==> src/rtl/dacser_pkg.sv <==
package dacser_pkg;
  localparam int unsigned FRAME_W = 24;

  typedef enum logic [2:0] {
    ST_IDLE,
    ST_LO,
    ST_HI,
    ST_TAIL,
    ST_GAP1,
    ST_STB,
    ST_GAP2
  } seq_st_e;
endpackage

==> src/rtl/dacser_frame.sv <==
module dacser_frame
  import dacser_pkg::*;
#(
  parameter int unsigned DATA_W = 16
) (
  input  logic [1:0]         chan_i,
  input  logic [DATA_W-1:0]  data_i,
  output logic [FRAME_W-1:0] frame_o
);
  localparam int PAD = int'(FRAME_W) - int'(DATA_W) - 2;

  generate
    if (PAD > 0) begin : g_pad
      assign frame_o = {{PAD{1'b0}}, chan_i, data_i};
    end else begin : g_nopad
      assign frame_o = {chan_i, data_i};
    end
  endgenerate
endmodule

==> src/rtl/dacser_shreg.sv <==
module dacser_shreg #(
  parameter int unsigned FRAME_W = 24
) (
  input  logic               clk_i,
  input  logic               rst_ni,
  input  logic               load_i,
  input  logic [FRAME_W-1:0] frame_i,
  input  logic               shift_i,
  output logic               sdi_o,
  output logic               last_o
);
  localparam int unsigned CNT_W = $clog2(FRAME_W);

  logic [FRAME_W-1:0] sreg_q;
  logic [CNT_W-1:0]   left_q;

  always_ff @(posedge clk_i or negedge rst_ni) begin
    if (!rst_ni) begin
      sreg_q <= '0;
      left_q <= '0;
    end else if (load_i) begin
      sreg_q <= frame_i;
      left_q <= CNT_W'(FRAME_W - 1);
    end else if (shift_i) begin
      sreg_q <= {sreg_q[FRAME_W-2:0], 1'b0};
      if (left_q != '0) left_q <= left_q - 1'b1;
    end
  end

  assign sdi_o  = sreg_q[FRAME_W-1];
  assign last_o = (left_q == '0);

  AST_LOAD_SHIFT_EXCL: assert property (@(posedge clk_i) disable iff (!rst_ni)
    !(load_i && shift_i));
endmodule

==> src/rtl/dacser_timer.sv <==
module dacser_timer #(
  parameter int unsigned CW = 4
) (
  input  logic          clk_i,
  input  logic          rst_ni,
  input  logic          load_i,
  input  logic [CW-1:0] val_i,
  output logic          done_o
);
  logic [CW-1:0] cnt_q;

  always_ff @(posedge clk_i or negedge rst_ni) begin
    if (!rst_ni)            cnt_q <= '0;
    else if (load_i)        cnt_q <= val_i;
    else if (cnt_q != '0)   cnt_q <= cnt_q - 1'b1;
  end

  assign done_o = (cnt_q == '0);
endmodule

==> src/rtl/dacser_ctrl.sv <==
module dacser_ctrl
  import dacser_pkg::*;
#(
  parameter int unsigned DATA_W = 16,
  parameter int unsigned DIV    = 2,
  parameter int unsigned GAP    = 2,
  parameter int unsigned LDW    = 2
) (
  input  logic              clk_i,
  input  logic              rst_ni,
  input  logic              cmd_valid_i,
  output logic              cmd_ready_o,
  input  logic              cmd_upd_i,
  input  logic              cmd_imm_i,
  input  logic [1:0]        cmd_chan_i,
  input  logic [DATA_W-1:0] cmd_data_i,
  output logic              sclk_o,
  output logic              sdi_o,
  output logic              csn_o,
  output logic              ldn_o
);
  localparam int unsigned TMAX = (DIV > GAP) ? ((DIV > LDW) ? DIV : LDW)
                                             : ((GAP > LDW) ? GAP : LDW);
  localparam int unsigned CW   = $clog2(TMAX + 1);
  localparam logic [CW-1:0] DIV_M1 = CW'(DIV - 1);
  localparam logic [CW-1:0] GAP_M1 = CW'(GAP - 1);
  localparam logic [CW-1:0] LDW_M1 = CW'(LDW - 1);

  initial begin : p_param_chk
    AST_DATA_FITS: assert (DATA_W + 2 <= FRAME_W && DIV >= 1 && GAP >= 1 && LDW >= 1)
      else $error("dacser_ctrl: bad parameters");
  end

  seq_st_e             st_q, st_d;
  logic                imm_q;
  logic                accept;
  logic                tmr_load, tmr_done;
  logic [CW-1:0]       tmr_val;
  logic                sh_load, sh_shift, sh_last;
  logic [FRAME_W-1:0]  frame;

  assign accept = cmd_valid_i && cmd_ready_o;

  dacser_frame #(.DATA_W(DATA_W)) u_frame (
    .chan_i  (cmd_chan_i),
    .data_i  (cmd_data_i),
    .frame_o (frame)
  );

  dacser_shreg #(.FRAME_W(FRAME_W)) u_shreg (
    .clk_i   (clk_i),
    .rst_ni  (rst_ni),
    .load_i  (sh_load),
    .frame_i (frame),
    .shift_i (sh_shift),
    .sdi_o   (sdi_o),
    .last_o  (sh_last)
  );

  dacser_timer #(.CW(CW)) u_timer (
    .clk_i  (clk_i),
    .rst_ni (rst_ni),
    .load_i (tmr_load),
    .val_i  (tmr_val),
    .done_o (tmr_done)
  );

  always_comb begin
    st_d     = st_q;
    tmr_load = 1'b0;
    tmr_val  = '0;
    sh_load  = 1'b0;
    sh_shift = 1'b0;
    unique case (st_q)
      ST_IDLE: if (accept) begin
        tmr_load = 1'b1;
        if (cmd_upd_i) begin
          st_d    = ST_STB;
          tmr_val = LDW_M1;
        end else begin
          st_d    = ST_LO;
          tmr_val = DIV_M1;
          sh_load = 1'b1;
        end
      end
      ST_LO: if (tmr_done) begin
        st_d     = ST_HI;
        tmr_load = 1'b1;
        tmr_val  = DIV_M1;
      end
      ST_HI: if (tmr_done) begin
        sh_shift = 1'b1;
        tmr_load = 1'b1;
        tmr_val  = DIV_M1;
        st_d     = sh_last ? ST_TAIL : ST_LO;
      end
      ST_TAIL: if (tmr_done) begin
        st_d     = ST_GAP1;
        tmr_load = 1'b1;
        tmr_val  = GAP_M1;
      end
      ST_GAP1: if (tmr_done) begin
        if (imm_q) begin
          st_d     = ST_STB;
          tmr_load = 1'b1;
          tmr_val  = LDW_M1;
        end else begin
          st_d = ST_IDLE;
        end
      end
      ST_STB: if (tmr_done) begin
        st_d     = ST_GAP2;
        tmr_load = 1'b1;
        tmr_val  = GAP_M1;
      end
      ST_GAP2: if (tmr_done) st_d = ST_IDLE;
      default: st_d = ST_IDLE;
    endcase
  end

  always_ff @(posedge clk_i or negedge rst_ni) begin
    if (!rst_ni) begin
      st_q  <= ST_IDLE;
      imm_q <= 1'b0;
    end else begin
      st_q <= st_d;
      if (accept && !cmd_upd_i) imm_q <= cmd_imm_i;
    end
  end

  assign cmd_ready_o = (st_q == ST_IDLE);
  assign csn_o       = !(st_q inside {ST_LO, ST_HI, ST_TAIL});
  assign sclk_o      = (st_q == ST_HI);
  assign ldn_o       = (st_q != ST_STB);

  AST_ACCEPT_BUSY: assert property (@(posedge clk_i) disable iff (!rst_ni)
    (cmd_valid_i && cmd_ready_o) |=> !cmd_ready_o);
  AST_CS_RISE_CLK_LOW: assert property (@(posedge clk_i) disable iff (!rst_ni)
    $rose(csn_o) |-> (!sclk_o && !$past(sclk_o)));
  AST_SDI_STABLE_HI: assert property (@(posedge clk_i) disable iff (!rst_ni)
    sclk_o |-> $stable(sdi_o));
  AST_STB_OUTSIDE_FRAME: assert property (@(posedge clk_i) disable iff (!rst_ni)
    !ldn_o |-> csn_o);
endmodule

==> config.mk <==
export PLATFORM = sky130hd
export DESIGN_NAME = dacser_ctrl
export DESIGN_NICKNAME = d
export VERILOG_FILES = /design/src/rtl/dacser_pkg.sv /design/src/rtl/dacser_frame.sv /design/src/rtl/dacser_shreg.sv /design/src/rtl/dacser_timer.sv /design/src/rtl/dacser_ctrl.sv
export SDC_FILE = /design/constraint.sdc
export NUM_CORES = 1
export LEC_CHECK = 0
export ABC_AREA = 0
export BUFFER_PORTS_ARGS = -buffer_cell sky130_fd_sc_hd__buf_2
export CAP_MARGIN = 20
export CORE_MARGIN = 3
export CORE_UTILIZATION = 50
export CTS_BUF_LIST = sky130_fd_sc_hd__clkbuf_8 sky130_fd_sc_hd__clkbuf_16
export DETAILED_ROUTE_END_ITERATION = 8
export GPL_TIMING_DRIVEN = 1
export PLACE_DENSITY = 0.77
export SLEW_MARGIN = 20
export SYNTH_ARGS = -nofsm -noshare
export SYNTH_HDL_FRONTEND = slang
export SYNTH_SLANG_ARGS = --single-unit
==> constraint.sdc <==
create_clock -name clk_i -period 1.7 [get_ports clk_i]
set_input_delay 0.255 -clock clk_i [delete_from_list [all_inputs] [get_ports clk_i]]
set_output_delay 0.255 -clock clk_i [all_outputs]
set_load 0.01 [all_outputs]
==> results of run 1 <==
[path summary, 6_finish.rpt]
path	from	depth (start not counted)	to	slack (ps)
max	st_q[1]	4	u_shreg.sreg_q[1]	50
min	rst_ni	2	u_shreg.sreg_q[18]	-6
max reg2reg	st_q[1]	4	u_shreg.sreg_q[1]	50
min reg2reg	u_shreg.sreg_q[8]	1	u_shreg.sreg_q[8]	510
max in group asynchronous	rst_ni	2	st_q[2]	1370
min in group clk_i	cmd_data_i[2]	2	u_shreg.sreg_q[2]	190
[power groups by stage]
stage	registers, mW	clock network, mW	logic, mW
5_1_grt	1.49	0.658	1.53
2_1_floorplan	1.39	0	0.962
6_report	1.44	0.592	1.38
3_5_place_dp	1.45	0	1.34
3_3_place_gp	1.42	0	1.27
4_1_cts	1.44	0.614	1.35
[per-layer routing]
| layer | part of all wire (%) | global-route usage (%) |
|---|---|---|
| met4 | 0.91 | 5.18 |
| met2 | 50 | 31.9 |
| met3 | 5.5 | 5.47 |
| met5 | 0 | 0 |
| met1 | 44 | 25.2 |
[state kept, by name (all words and copies together) (netlist names)]
signal          flops
imm_q               1
st_q                3
u_shreg.left_q      5
u_shreg.sreg_q     24
u_timer.cnt_q       2
[cell usage after synthesis (all sizes together), types with 3 or more instances]
cell type / count
a21oi: 8
a221o: 16
and2: 16
buf: 6
clkbuf: 5
dfrtp: 35
inv: 8
mux2i: 9
nand2: 5
nand2b: 3
nand3: 6
nor2: 10
nor3: 3
o21ai: 4
[timing repair]
item                       CTS  global route
resized for setup            1             5
pin swaps                    0             2
buffers inserted             0             1
setup endpoints to repair    1             3
[metrics by stage]
| step | cells | power, mW | hold slack, ps |
|---|---|---|---|
| after CTS | 238 | 3.41 | 0.929 |
| after global routing | 239 | 3.67 | 13.8 |
| final | 239 | 3.41 | -6.24 |
| after global placement | 230 | 2.69 | 306 |
| after floorplan | 159 | 2.35 | -40.6 |
| after detailed placement | 230 | 2.79 | 314 |
[worst max-delay path, cell delays in order (launching register included)]
cell     delay, ps
dfrtp_2        450
or4b_4         610
nor2_8         120
buf_4          230
a221o_1        180
[cells by family (layout without fill, tap and decap cells)]
family / Yosys count / after routing / synth area share, %
simple gates: 53 / 53 / 19.4
fa+ha+maj: 2 / 2 / 1.43
xor+xnor: 1 / 1 / 0.500
mux: 10 / 10 / 5.78
flops: 35 / 35 / 50.0
compound gates: 39 / 39 / 17.8
buf+inv: 19 / 55 / 5.14
[final cells by class]
cell class	count	share of cell area, %
Clock inverter	3	0.952
Sequential cell	35	41.8
Tap cell	44	2.62
Multi-Input combinational cell	105	37.7
Timing Repair Buffer	39	12.3
Clock buffer	5	3.27
Inverter	8	1.43
==> run summary, run 1 <==
Chip Height: 65.2 µm
# fillers: 277
Clk root buf: clkbuf_8
Area Overhead vs Synth: 20.0%
Vias per cell: 5.72
Library cells used by synthesis: 39
DR WL/cell: 15.7 µm
Seq pwr share: 42.3%
Most frequent cells in the layout: dfrtp_1, buf_2, and2_1, a221o_1
Multi-input gate area: 793 µm²
Worst slew pin tran: 437 ps
Top-Level Pins: 28
Leakage: 1.00 nW
Final core utilization: 65.7%
Critical Path AT: 1880 ps
Fin worst setup slack: 49.8 ps
Proportion of layout cells with a drive suffix above 1: 30.3%
Clock power frac: 17.4%
Longest Clk Path Bufs: 2
Status: finished, violations left
Final Cycle Share: 97.1%
Die area: 4250 µm²
Leading post-synthesis cells by cell area: dfrtp_1, a221o_1, and2_1
Register area share after synthesis: 50.0%
Number of synthesized register bits: 35
Largest net degree at the start of global routing: 36
Ys flop type: dfrtp_1
Antenna viol nets, final: 0
Clk_lat worst skew: 290 ps
Hpwl dp: 2610 µm
CTS tree: built
Sink Count: 35
Setup Skew: 7.37 ps
Hold Buf Count CTS: 0
First-pass GRT wire length: 6380 µm
Initial antenna violation count: 0
Mapped Nets: 184
Final Hold Viols: 18
Final Critical Period: 1650 ps
Finished Cell Area: 2100 µm²
Max-Cap Viols: 0
WHS: -6.24 ps
Setup Viol. Count Final: 0
RePlAce Congestion: 0.808
Max Slew Vio Count: 0
Final #Nets: 219
Worst EP required: 1930 ps
Failing checks: hold timing
Peak supply drop: 0.858 mV
RSZ-0062 raised after global routing: false
Mapped cell area: 1750 µm²
Sw frac: 35.6%
Clk pin slew, worst setup/hold paths: 80 ps
Worst Path Max Fanout: 18
Wirelength, routed: 3750 µm
Most common cell after layout, fill and taps aside: dfrtp_1
# diodes: 0
Setup TNS: 0 ps
Worst slew margin: 70.9%
Starting Density: 54.7%
Internal power: 2.20 mW
Vias: 1367
Register Area: 878 µm²
DR DRC count: 0
Die W: 65.2 µm
Hold Crit Class: in -> async
Kind of critical path: reg -> reg
Syn_area_per_cell: 11.0 µm²
Initial DRC Count: 76
Overflow after GRT: 0
Element type at the critical path start: flop
Drt first pass iters: 4
Post-synth EDFFs: 0
Total CTS buffers: 5
Vias in the first global route: 1366
Fmax: 0.606 GHz
GRT Total Usage: 19.4%
Mapped Cells: 159
Switch Pwr: 1.21 mW
Port bufs: 27
Crit end category: flop
Comb power frac: 40.3%
Placed cell areas: 1990 µm²
Pwr/cell area: 1620 nW/µm²
# rows: 20
Synth top area share: 50.0%
Htree depth: 2
DP Worst Slack: -35.3 ps
Async SR Flop Fraction: 100%
Core Region: 3200 µm²
Synth Warn #: 0
Synth area leader: dfrtp_1
No activity file was read; power rests on OpenSTA's default activity.
==> inputs of run 2 (changes only) <==
CORE_ASPECT_RATIO = 0.7   (was not set)
==> run summary, run 2 (synthesized netlist as in run 1, its figures left out) <==
Status: finished clean
Finished Cell Area: 2150 µm²
Top-Level Pins: 28
CTS tree: built
Die W: 76.8 µm
Leakage: 1.04 nW
RePlAce Congestion: 0.835
Hold Crit Class: in -> reg
Fmax: 0.599 GHz
Most common cell after layout, fill and taps aside: dfrtp_1
Core Region: 3250 µm²
Regs by FF count: u_shreg.sreg_q x24, u_shreg.left_q x5, st_q x3
Final #Nets: 222
Antenna viol nets, final: 0
Hpwl dp: 2710 µm
Sink Count: 35
Largest net degree at the start of global routing: 36
Pwr/cell area: 1700 nW/µm²
Final Cycle Share: 98.1%
GRT Total Usage: 19.4%
Max-Cap Viols: 0
First-pass GRT wire length: 6520 µm
Setup Viol. Count Final: 0
Max Slew Vio Count: 0
RSZ-0062 raised after global routing: false
Die area: 4260 µm²
DR DRC count: 0
Chip Height: 55.5 µm
Element type at the critical path start: flop
Longest Clk Path Bufs: 2
Worst slew pin tran: 434 ps
Port bufs: 27
Worst slew margin: 71.1%
Starting Density: 53.9%
Fin worst setup slack: 31.9 ps
Clk pin slew, worst setup/hold paths: 80 ps
Wirelength, routed: 3840 µm
Vias: 1353
Placed cell areas: 2010 µm²
Vias per cell: 5.52
Proportion of layout cells with a drive suffix above 1: 30.3%
Initial DRC Count: 127
Worst Path Max Fanout: 7
Worst EP required: 1880 ps
Total power: 3.65 mW
Total CTS buffers: 5
# rows: 17
Drt first pass iters: 4
# diodes: 0
Critical Path AT: 1840 ps
Area Overhead vs Synth: 22.9%
Most frequent cells in the layout: dfrtp_1, buf_2, and2_1, a221o_1, buf_4
Final Critical Period: 1670 ps
Final Hold Viols: 0
Top reg by flops: u_shreg.sreg_q
Max FFs per register: 24
Htree depth: 2
Initial antenna violation count: 0
Crit end category: flop
Overflow after GRT: 0
Kind of critical path: reg -> reg
Vias in the first global route: 1354
Clk root buf: clkbuf_8
Setup Skew: 12.1 ps
DR WL/cell: 15.7 µm
DP Worst Slack: -0.532 ps
Clk_lat worst skew: 290 ps
Peak supply drop: 0.933 mV
==> run 2: critical path: stages (launching register included) <==
cell and delay, ps:
dfrtp_1 390, inv_1 80, ha_1 200, or4b_4 520
a311o_1 360
==> run 2: worst paths after layout <==
kind / slack, ps / from / depth (start not counted) / endpoint
worst max-delay path: 30 / u_shreg.left_q[1] / 4 / u_shreg.left_q[1]
worst min-delay path: 200 / cmd_data_i[11] / 2 / u_shreg.sreg_q[11]
worst max register to register: 30 / u_shreg.left_q[1] / 4 / u_shreg.left_q[1]
worst min register to register: 510 / u_shreg.sreg_q[10] / 1 / u_shreg.sreg_q[10]
max in group asynchronous: 820 / rst_ni / 3 / st_q[2]
min in group asynchronous: 530 / rst_ni / 3 / u_shreg.left_q[4]
==> run 2: area by class of cell <==
type                       instances  area (µm²)
clock inverter                     2        35.0
tap                               47        58.8
timing repair buffer              42         279
inverter                           8        30.0
fill                             250        1100
clock buffer                       6        82.6
multi-input combinational        105         791
sequential                        35         878
==> run 2: routing by layer <==
metal / wire length (µm) / vias to the layer above / GRT usage, %
met5: 0 / - / 0
met4: 78 / 0 / 7.49
met3: 158 / 7 / 5.70
met2: 1790 / 27 / 29.5
met1: 1820 / 663 / 26.0
li1: - / 656 / -
==> run 2: stage by stage <==
stage	util [%]	setup TNS (ps)	hold slack [ps]	instances
2_1_floorplan	-	0	-40.6	159
3_3_place_gp	61.7	0	307	235
3_5_place_dp	61.7	-0.532	314	235
4_1_cts	65.8	0	189	244
5_1_grt	66.2	0	184	245
6_report	66.2	0	198	245
==> run 2: where the power goes <==
group / switching (mW) / internal (mW) / leakage [nW]
logic: 0.680 / 0.750 / 0.545
clock network: 0.293 / 0.474 / 0.0612
registers: 0.257 / 1.20 / 0.433
total: 1.23 / 2.42 / 1.04
==> run 2: what timing repair did <==
action	in CTS	in global routing
buffers inserted	0	1
endpoints found under the hold margin	4	0
hold buffers	1	0
gates resized for setup	1	3
pin swaps	0	1
gates cloned	0	0
endpoints found under the setup margin	1	3
==> inputs of run 3 (changes only) <==
SETUP_SLACK_MARGIN = 0.15   (was not set)
==> run summary, run 3 (synthesized netlist as in run 1, its figures left out) <==
Status: finished, violations left
Failing checks: hold timing
Initial antenna violation count: 0
Final Critical Period: 1640 ps
Pwr/cell area: 1670 nW/µm²
Grt met1 use: 27.1%
Element type at the critical path start: flop
Max Slew Vio Count: 0
RSZ-0062 raised after global routing: true
Wirelength, routed: 4380 µm
Max FFs per register: 24
Final Cycle Share: 96.4%
Clock power frac: 14.9%
Met2 GRT Util: 35.4%
Longest Clk Path Bufs: 2
Vias: 1492
Core Region: 3250 µm²
Fmax: 0.610 GHz
Clk root buf: clkbuf_8
Worst EP required: 1880 ps
GRT Total Usage: 20.8%
Die area: 4260 µm²
Leakage: 1.09 nW
Internal power: 2.49 mW
Highest-delay cell along the critical path: or4b_4
WHS: -5.32 ps
# fillers: 221
Worst Path Max Fanout: 3
Peak supply drop: 0.870 mV
Largest net degree at the start of global routing: 36
Kind of critical path: reg -> reg
Register Area: 880 µm²
Most frequent cells in the layout: dfrtp_1, buf_2, and2_1, a221o_1, buf_4
Vias per cell: 5.87
Final Hold Viols: 4
Area Overhead vs Synth: 31.5%
Sw frac: 35.5%
Starting Density: 53.9%
Sink Count: 35
Overflow after GRT: 0
Setup Skew: 2.05 ps
Placed cell count: 234
Critical Path AT: 1810 ps
Initial DRC Count: 86
Total CTS buffers: 5
Drt first pass iters: 4
DR WL/cell: 17.2 µm
Cells on worst reg2reg path: 3
Port bufs: 27
GRT busiest layer: met2
Proportion of layout cells with a drive suffix above 1: 39.1%
Worst slew pin tran: 438 ps
Vias in the first global route: 1488
Top-Level Pins: 28
Regs by FF count: u_shreg.sreg_q x24, u_shreg.left_q x5, st_q x3
Clk_lat worst skew: 290 ps
Seq pwr share: 37.5%
Setup Viol. Count Final: 0
Comb power frac: 47.6%
Htree depth: 2
DR DRC count: 0
Most common cell after layout, fill and taps aside: dfrtp_1
Top reg by flops: u_shreg.sreg_q
Switch Pwr: 1.37 mW
Multi-input gate area: 841 µm²
# rows: 17
# diodes: 0
Setup TNS: 0 ps
Crit-path cells: or4b_4 > nor2_8 > mux2_4
Chip Height: 55.5 µm
Total power: 3.86 mW
Crit end category: flop
Hold Buf Count CTS: 0
Die W: 76.8 µm
Hold Crit Class: in -> async
Met3 Track Usage GR: 4.56%
CTS tree: built
Antenna viol nets, final: 0
Max-Cap Viols: 0
Final #Nets: 231
Final non-filler cell total: 254
First-pass GRT wire length: 7010 µm
Worst path max stage delay: 600 ps
Worst slew margin: 70.8%
RePlAce Congestion: 0.848
Hpwl dp: 2590 µm
Clk pin slew, worst setup/hold paths: 70 ps
## run 3: cell type report
type                       instances  share of cell area, %
sequential                        35                   38.1
multi-input combinational        105                   36.5
timing repair buffer              51                   17.9
clock buffer                       5                   2.98
tap                               47                   2.55
inverter                           8                   1.30
clock inverter                     3                  0.651
## run 3: what timing repair did
item,4_1_cts,5_1_grt
cloned,1,1
resized for setup,12,12
setup endpoints to repair,33,35
pin swaps,5,2
buffers inserted,7,3
## run 3: per-layer routing
layer / share of wire [%] / wire length (µm)
met1: 43 / 1900
met2: 49 / 2150
met3: 5.5 / 242
met4: 2.0 / 88
met5: 0 / 0
## run 3: critical path, delay by kind of cell (launching register included)
kind,cells,cell delay (ps)
flip-flops,1,420
multiplexers,1,310
AND/OR/NAND/NOR,2,790
## run 3: final timing paths
kind                                           end               start  slack [ps]
worst max register to register               imm_q             st_q[1]          60
max in group asynchronous                  st_q[0]              rst_ni        1370
worst min-delay path              u_timer.cnt_q[0]              rst_ni          -5
min in group clk_i              u_shreg.sreg_q[10]      cmd_data_i[10]         200
worst min register to register  u_shreg.sreg_q[12]  u_shreg.sreg_q[12]         510
worst max-delay path                         imm_q             st_q[1]          60
## run 3: through the flow
step                      hold slack, ps  util [%]  area, µm²  setup WS, ps
after detailed placement             314      62.0       2020         -24.5
after global placement               309      62.0       2020          63.8
after global routing                21.4      70.9       2310          30.9
after CTS                           9.42      68.0       2210          74.7
after floorplan                    -40.6         -       1760          81.8
final                              -5.32      70.9       2310          61.4
## run 3: power groups by stage
stage	registers [mW]	clock network, mW	logic, mW
floorplan	1.39	0	0.972
global placement	1.43	0	1.29
detailed placement	1.45	0	1.38
CTS	1.42	0.585	1.59
global route	1.48	0.628	2.01
finish	1.45	0.574	1.84
